$ cat config.mk
export PLATFORM = sky130hd
export DESIGN_NAME = kbd_host_if
export DESIGN_NICKNAME = d
export VERILOG_FILES = /design/src/rtl/kbd_host_pkg.sv /design/src/rtl/kbd_host_strobe.sv /design/src/rtl/kbd_host_status.sv /design/src/rtl/kbd_host_err_irq.sv /design/src/rtl/kbd_host_if.sv
export SDC_FILE = /design/constraint.sdc
export NUM_CORES = 1
export LEC_CHECK = 0
export ABC_CLOCK_PERIOD_IN_PS = 3700
export CAP_MARGIN = 10
export CORE_ASPECT_RATIO = 1.25
export CORE_MARGIN = 10
export CORE_UTILIZATION = 46
export CTS_BUF_LIST = sky130_fd_sc_hd__clkbuf_16
export CTS_CLUSTER_DIAMETER = 60
export DETAILED_ROUTE_END_ITERATION = 8
export HOLD_SLACK_MARGIN = 0.08
export PLACE_DENSITY = 0.8
export SYNTH_ARGS = -nofsm -noshare
export SYNTH_HDL_FRONTEND = slang
export SYNTH_SLANG_ARGS = --single-unit
$ cat constraint.sdc
create_clock -name clk_i -period 3.7 [get_ports clk_i]
set_input_delay 0.74 -clock clk_i [delete_from_list [all_inputs] [get_ports clk_i]]
set_output_delay 0.74 -clock clk_i [all_outputs]
set_load 0.02 [all_outputs]
$ cat src/rtl/kbd_host_pkg.sv
package kbd_host_pkg;
  localparam logic [7:0] CMD_CLR_ERR   = 8'hC0;
  localparam int         STAT_ERR_BIT  = 7;
  localparam int         STAT_FULL_BIT = 5;

  typedef enum logic [1:0] {
    ACT_RD_DATA = 2'd0,
    ACT_RD_STAT = 2'd1,
    ACT_WR_DATA = 2'd2,
    ACT_WR_CMD  = 2'd3
  } bus_act_e;
endpackage

$ cat src/rtl/kbd_host_strobe.sv
module kbd_host_strobe
  import kbd_host_pkg::*;
#(
  parameter int DATA_W = 8
) (
  input  logic              clk_i,
  input  logic              rst_ni,
  input  logic              cs_ni,
  input  logic              a0_i,
  input  logic              rd_ni,
  input  logic              wr_ni,
  input  logic [DATA_W-1:0] data_i,
  output logic              act_valid_o,
  output bus_act_e          act_o,
  output logic [DATA_W-1:0] wdata_o
);
  typedef struct packed {
    logic              cs_n;
    logic              a0;
    logic              rd_n;
    logic              wr_n;
    logic [DATA_W-1:0] data;
  } bus_smp_t;

  localparam bus_smp_t IDLE = '{cs_n: 1'b1, a0: 1'b0, rd_n: 1'b1, wr_n: 1'b1, data: '0};

  bus_smp_t s1_q, s2_q, s3_q;

  // two sync stages plus one history stage for edge detection
  always_ff @(posedge clk_i or negedge rst_ni) begin
    if (!rst_ni) begin
      s1_q <= IDLE;
      s2_q <= IDLE;
      s3_q <= IDLE;
    end else begin
      s1_q <= '{cs_n: cs_ni, a0: a0_i, rd_n: rd_ni, wr_n: wr_ni, data: data_i};
      s2_q <= s1_q;
      s3_q <= s2_q;
    end
  end

  logic rd_rise, wr_rise;
  assign rd_rise = s2_q.rd_n & ~s3_q.rd_n;
  assign wr_rise = s2_q.wr_n & ~s3_q.wr_n;

  // qualifiers taken from s3, the last sample with the strobe still low
  always_comb begin
    act_valid_o = 1'b0;
    act_o       = ACT_RD_DATA;
    if (!s3_q.cs_n) begin
      if (rd_rise && s3_q.wr_n) begin
        act_valid_o = 1'b1;
        act_o       = s3_q.a0 ? ACT_RD_STAT : ACT_RD_DATA;
      end else if (wr_rise && s3_q.rd_n) begin
        act_valid_o = 1'b1;
        act_o       = s3_q.a0 ? ACT_WR_CMD : ACT_WR_DATA;
      end
    end
  end

  assign wdata_o = s3_q.data;

  assert_one_act_R4: assert property (@(posedge clk_i) disable iff (!rst_ni)
    act_valid_o |=> !act_valid_o);
endmodule

$ cat src/rtl/kbd_host_status.sv
module kbd_host_status
  import kbd_host_pkg::*;
#(
  parameter int CNT_W = 4
) (
  input  logic [CNT_W-1:0] count_i,
  input  logic             full_i,
  input  logic             err_i,
  output logic [7:0]       status_o
);
  localparam int CNT_FIELD_W = 4;

  always_comb begin
    status_o                   = '0;
    status_o[CNT_FIELD_W-1:0]  = CNT_FIELD_W'(count_i);
    status_o[STAT_FULL_BIT]    = full_i;
    status_o[STAT_ERR_BIT]     = err_i;
  end

  initial begin
    if (CNT_W > CNT_FIELD_W) $display("kbd_host_status: CNT_W too wide for status field");
  end
endmodule

$ cat src/rtl/kbd_host_err_irq.sv
module kbd_host_err_irq (
  input  logic clk_i,
  input  logic rst_ni,
  input  logic err_set_i,
  input  logic clr_pin_i,
  input  logic clr_cmd_i,
  input  logic data_rd_i,
  input  logic fifo_nz_i,
  output logic err_o,
  output logic irq_o
);
  logic err_q, irq_q;

  always_ff @(posedge clk_i or negedge rst_ni) begin
    if (!rst_ni) begin
      err_q <= 1'b0;
    end else if (err_set_i) begin
      err_q <= 1'b1;
    end else if (clr_pin_i || clr_cmd_i) begin
      err_q <= 1'b0;
    end
  end

  // request line drops one cycle per data read, then follows pending state
  always_ff @(posedge clk_i or negedge rst_ni) begin
    if (!rst_ni) irq_q <= 1'b0;
    else         irq_q <= data_rd_i ? 1'b0 : (fifo_nz_i | err_q);
  end

  assign err_o = err_q;
  assign irq_o = irq_q;

  assert_err_set_R7: assert property (@(posedge clk_i) disable iff (!rst_ni)
    err_set_i |=> err_o);
  assert_err_cmd_clr_R8: assert property (@(posedge clk_i) disable iff (!rst_ni)
    (clr_cmd_i && !err_set_i) |=> !err_o);
  assert_err_pin_clr_R10: assert property (@(posedge clk_i) disable iff (!rst_ni)
    (clr_pin_i && !err_set_i) |=> !err_o);
  assert_irq_drop_R11: assert property (@(posedge clk_i) disable iff (!rst_ni)
    data_rd_i |=> !irq_o);
endmodule

$ cat src/rtl/kbd_host_if.sv
module kbd_host_if
  import kbd_host_pkg::*;
#(
  parameter int DATA_W = 8,
  parameter int CNT_W  = 4
) (
  input  logic              clk_i,
  input  logic              rst_ni,
  input  logic              cs_ni,
  input  logic              a0_i,
  input  logic              rd_ni,
  input  logic              wr_ni,
  input  logic [DATA_W-1:0] data_i,
  output logic [DATA_W-1:0] data_o,
  output logic              data_oe_o,
  input  logic [DATA_W-1:0] fifo_head_i,
  input  logic [CNT_W-1:0]  fifo_count_i,
  input  logic              fifo_full_i,
  output logic              fifo_pop_o,
  input  logic              err_set_i,
  input  logic              clr_i,
  output logic              err_o,
  output logic              irq_o
);
  logic              act_valid;
  bus_act_e          act;
  logic [DATA_W-1:0] wdata;
  logic [7:0]        status;
  logic              fifo_nz, data_rd, clr_cmd;

  kbd_host_strobe #(.DATA_W(DATA_W)) u_strobe (
    .clk_i      (clk_i),
    .rst_ni     (rst_ni),
    .cs_ni      (cs_ni),
    .a0_i       (a0_i),
    .rd_ni      (rd_ni),
    .wr_ni      (wr_ni),
    .data_i     (data_i),
    .act_valid_o(act_valid),
    .act_o      (act),
    .wdata_o    (wdata)
  );

  kbd_host_status #(.CNT_W(CNT_W)) u_status (
    .count_i (fifo_count_i),
    .full_i  (fifo_full_i),
    .err_i   (err_o),
    .status_o(status)
  );

  assign fifo_nz = |fifo_count_i;
  assign data_rd = act_valid && (act == ACT_RD_DATA);
  assign clr_cmd = act_valid && (act == ACT_WR_CMD) && (wdata[7:0] == CMD_CLR_ERR);

  kbd_host_err_irq u_err_irq (
    .clk_i    (clk_i),
    .rst_ni   (rst_ni),
    .err_set_i(err_set_i),
    .clr_pin_i(clr_i),
    .clr_cmd_i(clr_cmd),
    .data_rd_i(data_rd),
    .fifo_nz_i(fifo_nz),
    .err_o    (err_o),
    .irq_o    (irq_o)
  );

  assign fifo_pop_o = data_rd & fifo_nz;

  // read path is combinational so data is valid while the strobe is low
  assign data_oe_o = ~cs_ni & ~rd_ni & wr_ni;
  always_comb begin
    if (a0_i)         data_o = DATA_W'(status);
    else if (fifo_nz) data_o = fifo_head_i;
    else              data_o = '0;
  end

  always_comb begin
    if (cs_ni) assert_bus_release_R1: assert (!data_oe_o);
  end

  assert_pop_pulse_R4: assert property (@(posedge clk_i) disable iff (!rst_ni)
    fifo_pop_o |=> !fifo_pop_o);
endmodule

==> results.json <==
{
  "tightest_slew_ns": 0.510,
  "layout_min_cycle_time_ns": 3.35,
  "comb_power_share": 0.075,
  "power.total_mw": 1.06,
  "seq_area_frac_synth": 0.829,
  "multiInputGateArea_um2": 183,
  "cts_resized": 0,
  "r2r.worst_path.cells": 3,
  "regArea_um2": 962,
  "netlist_instances": 75,
  "initial_core_util": 0.478,
  "diodes": 0,
  "grt_pass1_wl_um": 3820,
  "p_per_area_nw_per_um2": 589,
  "grt_overflow": 0,
  "cts_made_buffers": 5,
  "htreeDepth": 2,
  "fin_util": 0.738,
  "num_rows": 20,
  "first_pass_iters": 3,
  "grt.total_usage": 0.103,
  "yosysUniqueCellTypes": 17,
  "post-place-ws_ns": 0.348,
  "power.share.sequential": 0.425,
  "fin_skew_ns": 0.00157,
  "crit_path_end": "data_o[2]",
  "rsz0062_at_grt": "no",
  "die_h_um": 76.2,
  "arrival_ns": 2.61,
  "postSynthRegisterBits": 38,
  "synth_area_um2": 1160,
  "cap_violations": 0,
  "dp.cells": 147,
  "clk_latency_ns": 0.27,
  "syn_nets": 104,
  "fp.dieArea_um2": 4950,
  "ant_nets": 0,
  "grt_max_degree": 39,
  "n_fill_cell": 162,
  "yosys_warnings": 0,
  "hold_path.class": "reg -> reg",
  "grt_pass1_vias": 803,
  "avgViaCountPerCell": 4.59,
  "p_sw_mw": 0.186,
  "fin_area_um2": 1790,
  "rrSetupSlack_ns": 2.27,
  "cts.sinks": 38,
  "final_nets": 150,
  "wl_per_cell_um": 14.9,
  "placed_cell_area_um2": 1600,
  "postCtsHoldBufs": 0,
  "clk_path_buf_depth": 2,
  "final_cell_mix": "clkdlybuf4s50_1 (40), dfrtp_1 (29), nand2_1 (14)",
  "clkTransAtPathRegs_ns": 0.05,
  "r2r-end": "u_err_irq.err_o$_DFFE_PN0P_",
  "power_leakage_nw": 0.758,
  "highest_layer": "met4",
  "tns_ns": 0,
  "drc_errors": 0,
  "startpoint_type": "input port",
  "antenna_found_initial": 0,
  "drive_gt1_frac": 0.148,
  "dr_total_vias": 712,
  "die_w_um": 64.9,
  "gp_congestion": 0.802,
  "run_status": "finished, final reports clean",
  "drv_slew": 0,
  "worstSetupStartpoint": "fifo_count_i[3]",
  "synthToLayoutAreaGrowth_pct": 54.2,
  "worstPathRequired_ns": 2.96,
  "crit_path_max_fanout": 7,
  "wl_met1_um": 931,
  "root_buffer": "clkbuf_16",
  "syn_avg_cell_area_um2": 15.5,
  "postCtsSetupRepairBufs": 0,
  "post-route-worst-setup-slack_ns": 0.353,
  "timing_hold_violations_final": 0,
  "setup_viol": 0,
  "path_class": "in -> out",
  "irDropWorstVdd_mv": 0.565,
  "fin_crit_sh": 0.905,
  "cellInternalPower_mw": 0.869,
  "io_buffers": 40,
  "max_freq_mhz": 299,
  "drtIter0Drc": 21,
  "wl_met2_um": 1060,
  "ios": 41,
  "reg2reg_from": "u_strobe.wdata_o[1]$_DFF_PN0_",
  "dpl.hpwl_um": 1760,
  "fp.coreArea_um2": 2430,
  "final_common_cell": "clkdlybuf4s50_1",
  "clock_power_share": 0.500,
  "final_cells": 155,
  "routed-wl-met3_um": 279,
  "worst_hold_slack_ns": 0.345,
  "max_slew_margin": 0.657,
  "wl_um": 2310,
  "cts_tree": "built",
  "p_sw_frac": 0.176,
  "endpoint_kind": "output pin"
}
## power by group through the flow
| stage | Combinational (mW) | Clock [mW] | Sequential, mW |
|---|---|---|---|
| final | 0.0791 | 0.528 | 0.448 |
| after global routing | 0.0866 | 0.568 | 0.450 |
| after CTS | 0.0809 | 0.544 | 0.448 |
| after detailed placement | 0.0804 | 0 | 0.455 |
| after global placement | 0.0783 | 0 | 0.453 |
| after floorplan | 0.0211 | 0 | 0.454 |
## final cells by class
class | count | share of cell area
clock buffer | 5 | 0.0699
clock inverter | 3 | 0.0356
inverter | 2 | 0.00419
multi-input combinational | 33 | 0.102
sequential | 38 | 0.537
tap | 33 | 0.0231
timing repair buffer | 41 | 0.228
## metal layers
layer | global-route usage | vias to the layer above
li1 | - | 339
met3 | 0.0706 | 5
met4 | 0.0515 | 0
met2 | 0.165 | 43
met1 | 0.0975 | 325
met5 | 0 | -
## registers in the layout (all words and copies together) (netlist names)
register / cells
u_strobe.wdata_o: 8
u_err_irq.err_o: 1
u_strobe.s3_q: 4
u_err_irq.irq_o: 1
u_strobe.s2_q: 12
u_strobe.s1_q: 12
## cell families after synthesis
group / synth area share
AND/OR/NAND/NOR: 0.113
flip-flops: 0.829
buffers and inverters: 0.0140
AO/OA/AOI/OAI: 0.0442
## synth_stat cells (all sizes together)
library cell | count | share of area
o21a | 1 | 0.0065
dfrtp | 29 | 0.63
dfstp | 9 | 0.20
nor4b | 1 | 0.0075
o21ai | 6 | 0.026
or4 | 2 | 0.013
nor4 | 2 | 0.016
nor3b | 3 | 0.019
buf | 1 | 0.0043
a41oi | 1 | 0.0075
nor2 | 1 | 0.0032
nand2 | 14 | 0.045
clkbuf | 1 | 0.0032
nor4bb | 1 | 0.0086
inv | 2 | 0.0065
a21oi | 1 | 0.0043
## critical path, cell delays in order
cell	delay, ns
clkdlybuf4s50_1	0.44
or4_1	0.67
nand2_1	0.11
o21ai_0	0.07
clkdlybuf4s50_1	0.57
## worst min-delay path by stage
stage,cells past startpoint,startpoint,slack (ns),to
global placement,0,u_strobe.s2_q[1]$_DFF_PN0_,0.33,u_strobe.wdata_o[1]$_DFF_PN0_
floorplan,0,u_strobe.s1_q[0]$_DFF_PN0_,0.33,u_strobe.s2_q[0]$_DFF_PN0_
global route,0,u_strobe.s1_q[3]$_DFF_PN0_,0.35,u_strobe.s2_q[3]$_DFF_PN0_
finish,0,u_strobe.s2_q[0]$_DFF_PN0_,0.34,u_strobe.wdata_o[0]$_DFF_PN0_
CTS,0,u_strobe.s1_q[3]$_DFF_PN0_,0.35,u_strobe.s2_q[3]$_DFF_PN0_
detailed placement,0,u_strobe.s1_q[3]$_DFF_PN0_,0.34,u_strobe.s2_q[3]$_DFF_PN0_
(Power assumes the default switching activity.)
